[config.mk]
export PLATFORM = sky130hd
export DESIGN_NAME = chan_activity_counters
export DESIGN_NICKNAME = d
export VERILOG_FILES = /design/src/rtl/chan_act_pkg.sv /design/src/rtl/chan_act_counter.sv /design/src/rtl/chan_act_regs.sv /design/src/rtl/chan_act_listen.sv /design/src/rtl/chan_activity_counters.sv
export SDC_FILE = /design/constraint.sdc
export NUM_CORES = 2
export LEC_CHECK = 0
export ABC_AREA = 1
export BUFFER_PORTS_ARGS = -buffer_cell sky130_fd_sc_hd__buf_2
export CORE_AREA = 2 2 288 290
export CTS_CLUSTER_DIAMETER = 100
export DETAILED_ROUTE_END_ITERATION = 16
export DIE_AREA = 0 0 290 292
export PLACE_DENSITY_LB_ADDON = 0.3
export SYNTH_ARGS = -nofsm -noshare
export SYNTH_HDL_FRONTEND = slang
export SYNTH_SLANG_ARGS = --single-unit
[constraint.sdc]
create_clock -name clk_i -period 245.9 [get_ports clk_i]
set_input_delay 24.59 -clock clk_i [delete_from_list [all_inputs] [get_ports clk_i]]
set_output_delay 24.59 -clock clk_i [all_outputs]
set_load 0.02 [all_outputs]
[src/rtl/chan_act_pkg.sv]
package chan_act_pkg;
  localparam int unsigned NUM_CNT = 4;
  localparam int unsigned ADDR_W  = 3;

  // counter slots; slot i is mapped at register address i+1
  localparam int unsigned SLOT_CYC  = 0;
  localparam int unsigned SLOT_BUSY = 1;
  localparam int unsigned SLOT_RXF  = 2;
  localparam int unsigned SLOT_TXF  = 3;

  localparam logic [ADDR_W-1:0] ADDR_CTRL = 3'd0;
  localparam int unsigned       MS_PER_MHZ = 1000;
endpackage

[src/rtl/chan_act_counter.sv]
module chan_act_counter #(
  parameter int unsigned CNT_W = 32
) (
  input  logic             clk_i,
  input  logic             rst_ni,
  input  logic             frz_i,
  input  logic             act_i,
  input  logic             ld_i,
  input  logic [CNT_W-1:0] ld_val_i,
  output logic [CNT_W-1:0] cnt_o
);
  logic [CNT_W-1:0] cnt_q;

  always_ff @(posedge clk_i or negedge rst_ni) begin
    if (!rst_ni)                cnt_q <= '0;
    else if (ld_i)              cnt_q <= ld_val_i;
    else if (!frz_i && act_i)   cnt_q <= cnt_q + 1'b1;
  end

  assign cnt_o = cnt_q;

  p_frozen_hold_r2: assert property (@(posedge clk_i) disable iff (!rst_ni)
    (frz_i && !ld_i) |=> $stable(cnt_o));
  p_incr_one_r1: assert property (@(posedge clk_i) disable iff (!rst_ni)
    (!frz_i && act_i && !ld_i) |=> (cnt_o == $past(cnt_o) + 1'b1));
  p_idle_hold_r1: assert property (@(posedge clk_i) disable iff (!rst_ni)
    (!act_i && !ld_i) |=> $stable(cnt_o));
  p_load_wins_r4: assert property (@(posedge clk_i) disable iff (!rst_ni)
    ld_i |=> (cnt_o == $past(ld_val_i)));
endmodule

[src/rtl/chan_act_regs.sv]
module chan_act_regs
  import chan_act_pkg::*;
#(
  parameter int unsigned CNT_W = 32
) (
  input  logic                          clk_i,
  input  logic                          rst_ni,
  input  logic                          wr_en_i,
  input  logic                          rd_en_i,
  input  logic [ADDR_W-1:0]             addr_i,
  input  logic [CNT_W-1:0]              wdata_i,
  input  logic [NUM_CNT-1:0][CNT_W-1:0] cnt_i,
  output logic                          frz_o,
  output logic [NUM_CNT-1:0]            ld_o,
  output logic [CNT_W-1:0]              rdata_o,
  output logic                          rvalid_o
);
  logic             frz_q;
  logic             ctrl_wr;
  logic [CNT_W-1:0] rd_mux;
  logic [CNT_W-1:0] rdata_q;
  logic             rvalid_q;

  assign ctrl_wr = wr_en_i && (addr_i == ADDR_CTRL);

  always_ff @(posedge clk_i or negedge rst_ni) begin
    if (!rst_ni)      frz_q <= 1'b0;
    else if (ctrl_wr) frz_q <= wdata_i[0];
  end

  for (genvar g = 0; g < NUM_CNT; g++) begin : g_ld
    assign ld_o[g] = wr_en_i && (addr_i == ADDR_W'(g + 1));
  end

  always_comb begin
    rd_mux = '0;
    if (addr_i == ADDR_CTRL) rd_mux[0] = frz_q;
    for (int i = 0; i < NUM_CNT; i++) begin
      if (addr_i == ADDR_W'(i + 1)) rd_mux = cnt_i[i];
    end
  end

  always_ff @(posedge clk_i or negedge rst_ni) begin
    if (!rst_ni) begin
      rdata_q  <= '0;
      rvalid_q <= 1'b0;
    end else begin
      rvalid_q <= rd_en_i;
      if (rd_en_i) rdata_q <= rd_mux;
    end
  end

  assign frz_o    = frz_q;
  assign rdata_o  = rdata_q;
  assign rvalid_o = rvalid_q;

  p_frz_set_r3: assert property (@(posedge clk_i) disable iff (!rst_ni)
    (wr_en_i && addr_i == ADDR_CTRL) |=> (frz_o == $past(wdata_i[0])));
  p_frz_hold_r8: assert property (@(posedge clk_i) disable iff (!rst_ni)
    !(wr_en_i && addr_i == ADDR_CTRL) |=> $stable(frz_o));
  p_rd_latency_r6: assert property (@(posedge clk_i) disable iff (!rst_ni)
    rd_en_i |=> rvalid_o);
  p_rd_single_r6: assert property (@(posedge clk_i) disable iff (!rst_ni)
    !rd_en_i |=> !rvalid_o);
  p_unmapped_zero_r6: assert property (@(posedge clk_i) disable iff (!rst_ni)
    (rd_en_i && addr_i > ADDR_W'(NUM_CNT)) |=> (rdata_o == '0));
endmodule

[src/rtl/chan_act_listen.sv]
module chan_act_listen
  import chan_act_pkg::*;
#(
  parameter int unsigned CNT_W = 32,
  parameter int unsigned MHZ_W = 8
) (
  input  logic             clk_i,
  input  logic             rst_ni,
  input  logic [CNT_W-1:0] cyc_i,
  input  logic [CNT_W-1:0] rxf_i,
  input  logic [CNT_W-1:0] txf_i,
  input  logic [MHZ_W-1:0] mhz_i,
  output logic [CNT_W-1:0] listen_o
);
  localparam int unsigned DEN_W = MHZ_W + 10;

  logic [CNT_W:0]   used;
  logic             fits;
  logic [CNT_W-1:0] idle;
  logic [DEN_W-1:0] den;
  logic [CNT_W-1:0] den_ext;
  logic [CNT_W-1:0] quo;
  logic [CNT_W-1:0] listen_q;

  assign used    = {1'b0, rxf_i} + {1'b0, txf_i};
  assign fits    = used <= {1'b0, cyc_i};
  assign idle    = cyc_i - used[CNT_W-1:0];
  assign den     = DEN_W'(mhz_i) * DEN_W'(MS_PER_MHZ);
  assign den_ext = {{(CNT_W-DEN_W){1'b0}}, den};

  always_comb begin
    quo = '0;
    if (fits && mhz_i != '0) quo = idle / den_ext;
  end

  always_ff @(posedge clk_i or negedge rst_ni) begin
    if (!rst_ni) listen_q <= '0;
    else         listen_q <= quo;
  end

  assign listen_o = listen_q;

  p_zero_rate_r7: assert property (@(posedge clk_i) disable iff (!rst_ni)
    (mhz_i == '0) |=> (listen_o == '0));
  p_bounded_r7: assert property (@(posedge clk_i) disable iff (!rst_ni)
    1'b1 |=> (listen_o <= $past(cyc_i)));
endmodule

[src/rtl/chan_activity_counters.sv]
module chan_activity_counters
  import chan_act_pkg::*;
#(
  parameter int unsigned CNT_W = 32,
  parameter int unsigned MHZ_W = 8
) (
  input  logic              clk_i,
  input  logic              rst_ni,
  input  logic              busy_i,
  input  logic              rx_frame_i,
  input  logic              tx_frame_i,
  input  logic              wr_en_i,
  input  logic              rd_en_i,
  input  logic [ADDR_W-1:0] addr_i,
  input  logic [CNT_W-1:0]  wdata_i,
  output logic [CNT_W-1:0]  rdata_o,
  output logic              rvalid_o,
  input  logic [MHZ_W-1:0]  clk_mhz_i,
  output logic [CNT_W-1:0]  listen_ms_o
);
  logic [NUM_CNT-1:0][CNT_W-1:0] cnt;
  logic [NUM_CNT-1:0]            act;
  logic [NUM_CNT-1:0]            ld;
  logic                          frz;

  always_comb begin
    act            = '0;
    act[SLOT_CYC]  = 1'b1;
    act[SLOT_BUSY] = busy_i;
    act[SLOT_RXF]  = rx_frame_i;
    act[SLOT_TXF]  = tx_frame_i;
  end

  chan_act_regs #(.CNT_W(CNT_W)) i_regs (
    .clk_i    (clk_i),
    .rst_ni   (rst_ni),
    .wr_en_i  (wr_en_i),
    .rd_en_i  (rd_en_i),
    .addr_i   (addr_i),
    .wdata_i  (wdata_i),
    .cnt_i    (cnt),
    .frz_o    (frz),
    .ld_o     (ld),
    .rdata_o  (rdata_o),
    .rvalid_o (rvalid_o)
  );

  for (genvar g = 0; g < NUM_CNT; g++) begin : g_cnt
    chan_act_counter #(.CNT_W(CNT_W)) i_cnt (
      .clk_i    (clk_i),
      .rst_ni   (rst_ni),
      .frz_i    (frz),
      .act_i    (act[g]),
      .ld_i     (ld[g]),
      .ld_val_i (wdata_i),
      .cnt_o    (cnt[g])
    );
  end

  chan_act_listen #(.CNT_W(CNT_W), .MHZ_W(MHZ_W)) i_listen (
    .clk_i    (clk_i),
    .rst_ni   (rst_ni),
    .cyc_i    (cnt[SLOT_CYC]),
    .rxf_i    (cnt[SLOT_RXF]),
    .txf_i    (cnt[SLOT_TXF]),
    .mhz_i    (clk_mhz_i),
    .listen_o (listen_ms_o)
  );

  // all counters stop together: total counter never moves while frozen
  p_joint_freeze_r2: assert property (@(posedge clk_i) disable iff (!rst_ni)
    (frz && !wr_en_i) |=> $stable(cnt));
  p_cyc_runs_r1: assert property (@(posedge clk_i) disable iff (!rst_ni)
    (!frz && !ld[SLOT_CYC]) |=> (cnt[SLOT_CYC] != $past(cnt[SLOT_CYC])));
endmodule

==> impl_metrics.toml <==
[clock_network]
numCtsBuffers = 17
clk_latency_ns = 0.55
holdBufCountCts = 0
clk_path_buf_depth = 2
h-tree-depth = 4
cts_tree = "done"
cts.clk_slew.worst_paths_ns = 0.11
ctsResizeCount = 0
root_buffer = "clkbuf_16"
clock_sinks = 194
post_cts_buffers = 0

[sta]
post-route-period-util = 0.4508
hold_violations = 0
fmax_mhz = 9.021
maxSlewHeadroom = 0.1374
rsz0062_at_grt = "no"
setup_violations = 0
layout_min_cycle_time_ns = 110.85
finalMaxSlewViolations = 0
final.setup.tns_ns = 0
finClkSkew_ns = 0.04081
worstMarginPinSlew_ns = 1.282

[synth]
synth_ff_type = "dfrtp_1"
syn_area_um2 = 36310
async_reset_ff_frac = 1.000
syn-num-nets = 6022
yosys_warnings = 0
synth_top_area_share = 0.1619
synthCells = 5478
synth_area_leader_cell = "ha_1"
synth_seq_cells = 194
ys_types = 79
synth_seq_area_share = 0.1337
avgSynthCellArea_um2 = 6.629
synth_edf_count = 0
synth_area_leaders = "ha_1, dfrtp_1, nand2_1"

[final_layout]
final_cell_mix = "nand2_1, inv_1, ha_1, nor2_1, o21ai_0"
layout.nets = 6078
drive_gt1_frac = 0.1184
final_area_um2 = 38510
diodes = 0
final_common_cell = "nand2_1"
area_growth_pct = 6.050

[place]
portBuffers = 114
place_area_um2 = 37900
globalplace.congestion = 0.9601
dp_hpwl_um = 88020

[critical_path]
start_kind = "input pin"
endpoint_kind = "flip-flop"
criticalPathCategory = "input pin to flip-flop"
crit_path_max_incr_delay_ns = 0.83
cpMostUsedCell = "a21oi_1"
slowest_stage = "a2111oi_0"
cp.arrival_ns = 111.28
reg2reg_from = "g_cnt[2].i_cnt.cnt_o[1]$_DFFE_PN0P_"
required_ns = 246.33
worstPathMaxFanout = 33
crit_path_start = "clk_mhz_i[0]"

[floorplanning]
io-pin-count = 115
die_w_um = 290
die-area_um2 = 84680
start_util = 0.4451
core_um2 = 81580
rows = 105
die_y_um = 292

[routing]
ant_nets = 0
wl_um = 109300
viasPerCell = 5.364
vias = 35490
first_pass_iters = 6
drtIter0Drc = 2330
drc = 0
avgRoutedWirePerCell_um = 16.52

[grt]
grt_pass1_wl_um = 175200
track_usage = 0.2555
grt_pass1_vias = 33800
antenna_found_initial = 0
grt_overflow_total = 0
grt_max_degree = 90

[run_status]
status = "finished clean"

[flow_run]
drv_cap = 0

[min_path]
hold_path_class = "flip-flop to flip-flop"
hold_start = "i_regs.rdata_o[24]$_DFFE_PN0P_"
==> final timing paths <==
kind / depth (start not counted) / end / slack, ns
max: 561 / i_listen.listen_o[0]$_DFF_PN0_ / 135.05
min: 2 / i_regs.rdata_o[24]$_DFFE_PN0P_ / 0.49
max reg2reg: 576 / i_listen.listen_o[0]$_DFF_PN0_ / 156.95
min reg2reg: 2 / i_regs.rdata_o[24]$_DFFE_PN0P_ / 0.49
max in group asynchronous: 3 / i_listen.listen_o[27]$_DFF_PN0_ / 219.70
min in group asynchronous: 1 / g_cnt[2].i_cnt.cnt_o[23]$_DFFE_PN0P_ / 24.07
==> worst max-delay path, delay by kind of cell <==
family / cells / cell delay, ns
simple gates: 198 / 23.36
fa+ha+maj: 33 / 11.46
compound gates: 221 / 40.11
buf+inv: 109 / 11.54
==> metrics by stage <==
stage / cells / utilization / setup WS [ns] / hold WS (ns)
floorplan: 5478 / - / 140.97 / 0.4871
global placement: 6585 / 0.4646 / 138.19 / 0.4645
detailed placement: 6585 / 0.4646 / 135.21 / 0.4720
CTS: 6617 / 0.4720 / 135.55 / 0.4937
global route: 6617 / 0.4720 / 123.62 / 0.5128
finish: 6617 / 0.4720 / 135.05 / 0.4871
==> sequential cells by signal (all words and copies together) (netlist names) <==
name	count
g_cnt.i_cnt.cnt_o	128
i_listen.listen_o	32
i_regs.rdata_o	32
i_regs.frz_o	1
i_regs.rvalid_o	1
==> layer usage <==
| metal | share of wire | global-route usage |
|---|---|---|
| met4 | 0.043 | 0.1148 |
| met1 | 0.44 | 0.3133 |
| met3 | 0.043 | 0.02976 |
| met2 | 0.48 | 0.4486 |
| met5 | 0 | 0 |
==> cells in the mapped netlist (all sizes together) (81+ instances only) <==
cell and count:
nand3 298, nor2 433, xor2 282, clkbuf 84, xnor2 100, a21oi 313, dfrtp 194, nand2 1408
inv 843, ha 470, nand4 81, o21ai 420
==> cells by family (layout without fill, tap and decap cells) <==
family,Yosys count,in the layout,synth area share
simple gates,2395,2395,0.3207
fa+ha+maj,494,494,0.1752
flops,194,194,0.1337
xor+xnor,382,382,0.09255
buf+inv,979,1048,0.1077
compound gates,1034,1034,0.1702
==> area by class of cell <==
class	count	area, um^2
repair buffers	143	798.3
clock inverters	15	181.4
inverters	873	3333
well taps	1070	1339
fillers	8462	43080
multi-input cells	4305	27580
flip-flops and latches	194	4855
clock buffers	17	425.4
Power is left out: the tool's default activity adds up to more than one toggle a clock period on the data nets, which glitch-free logic cannot reach.
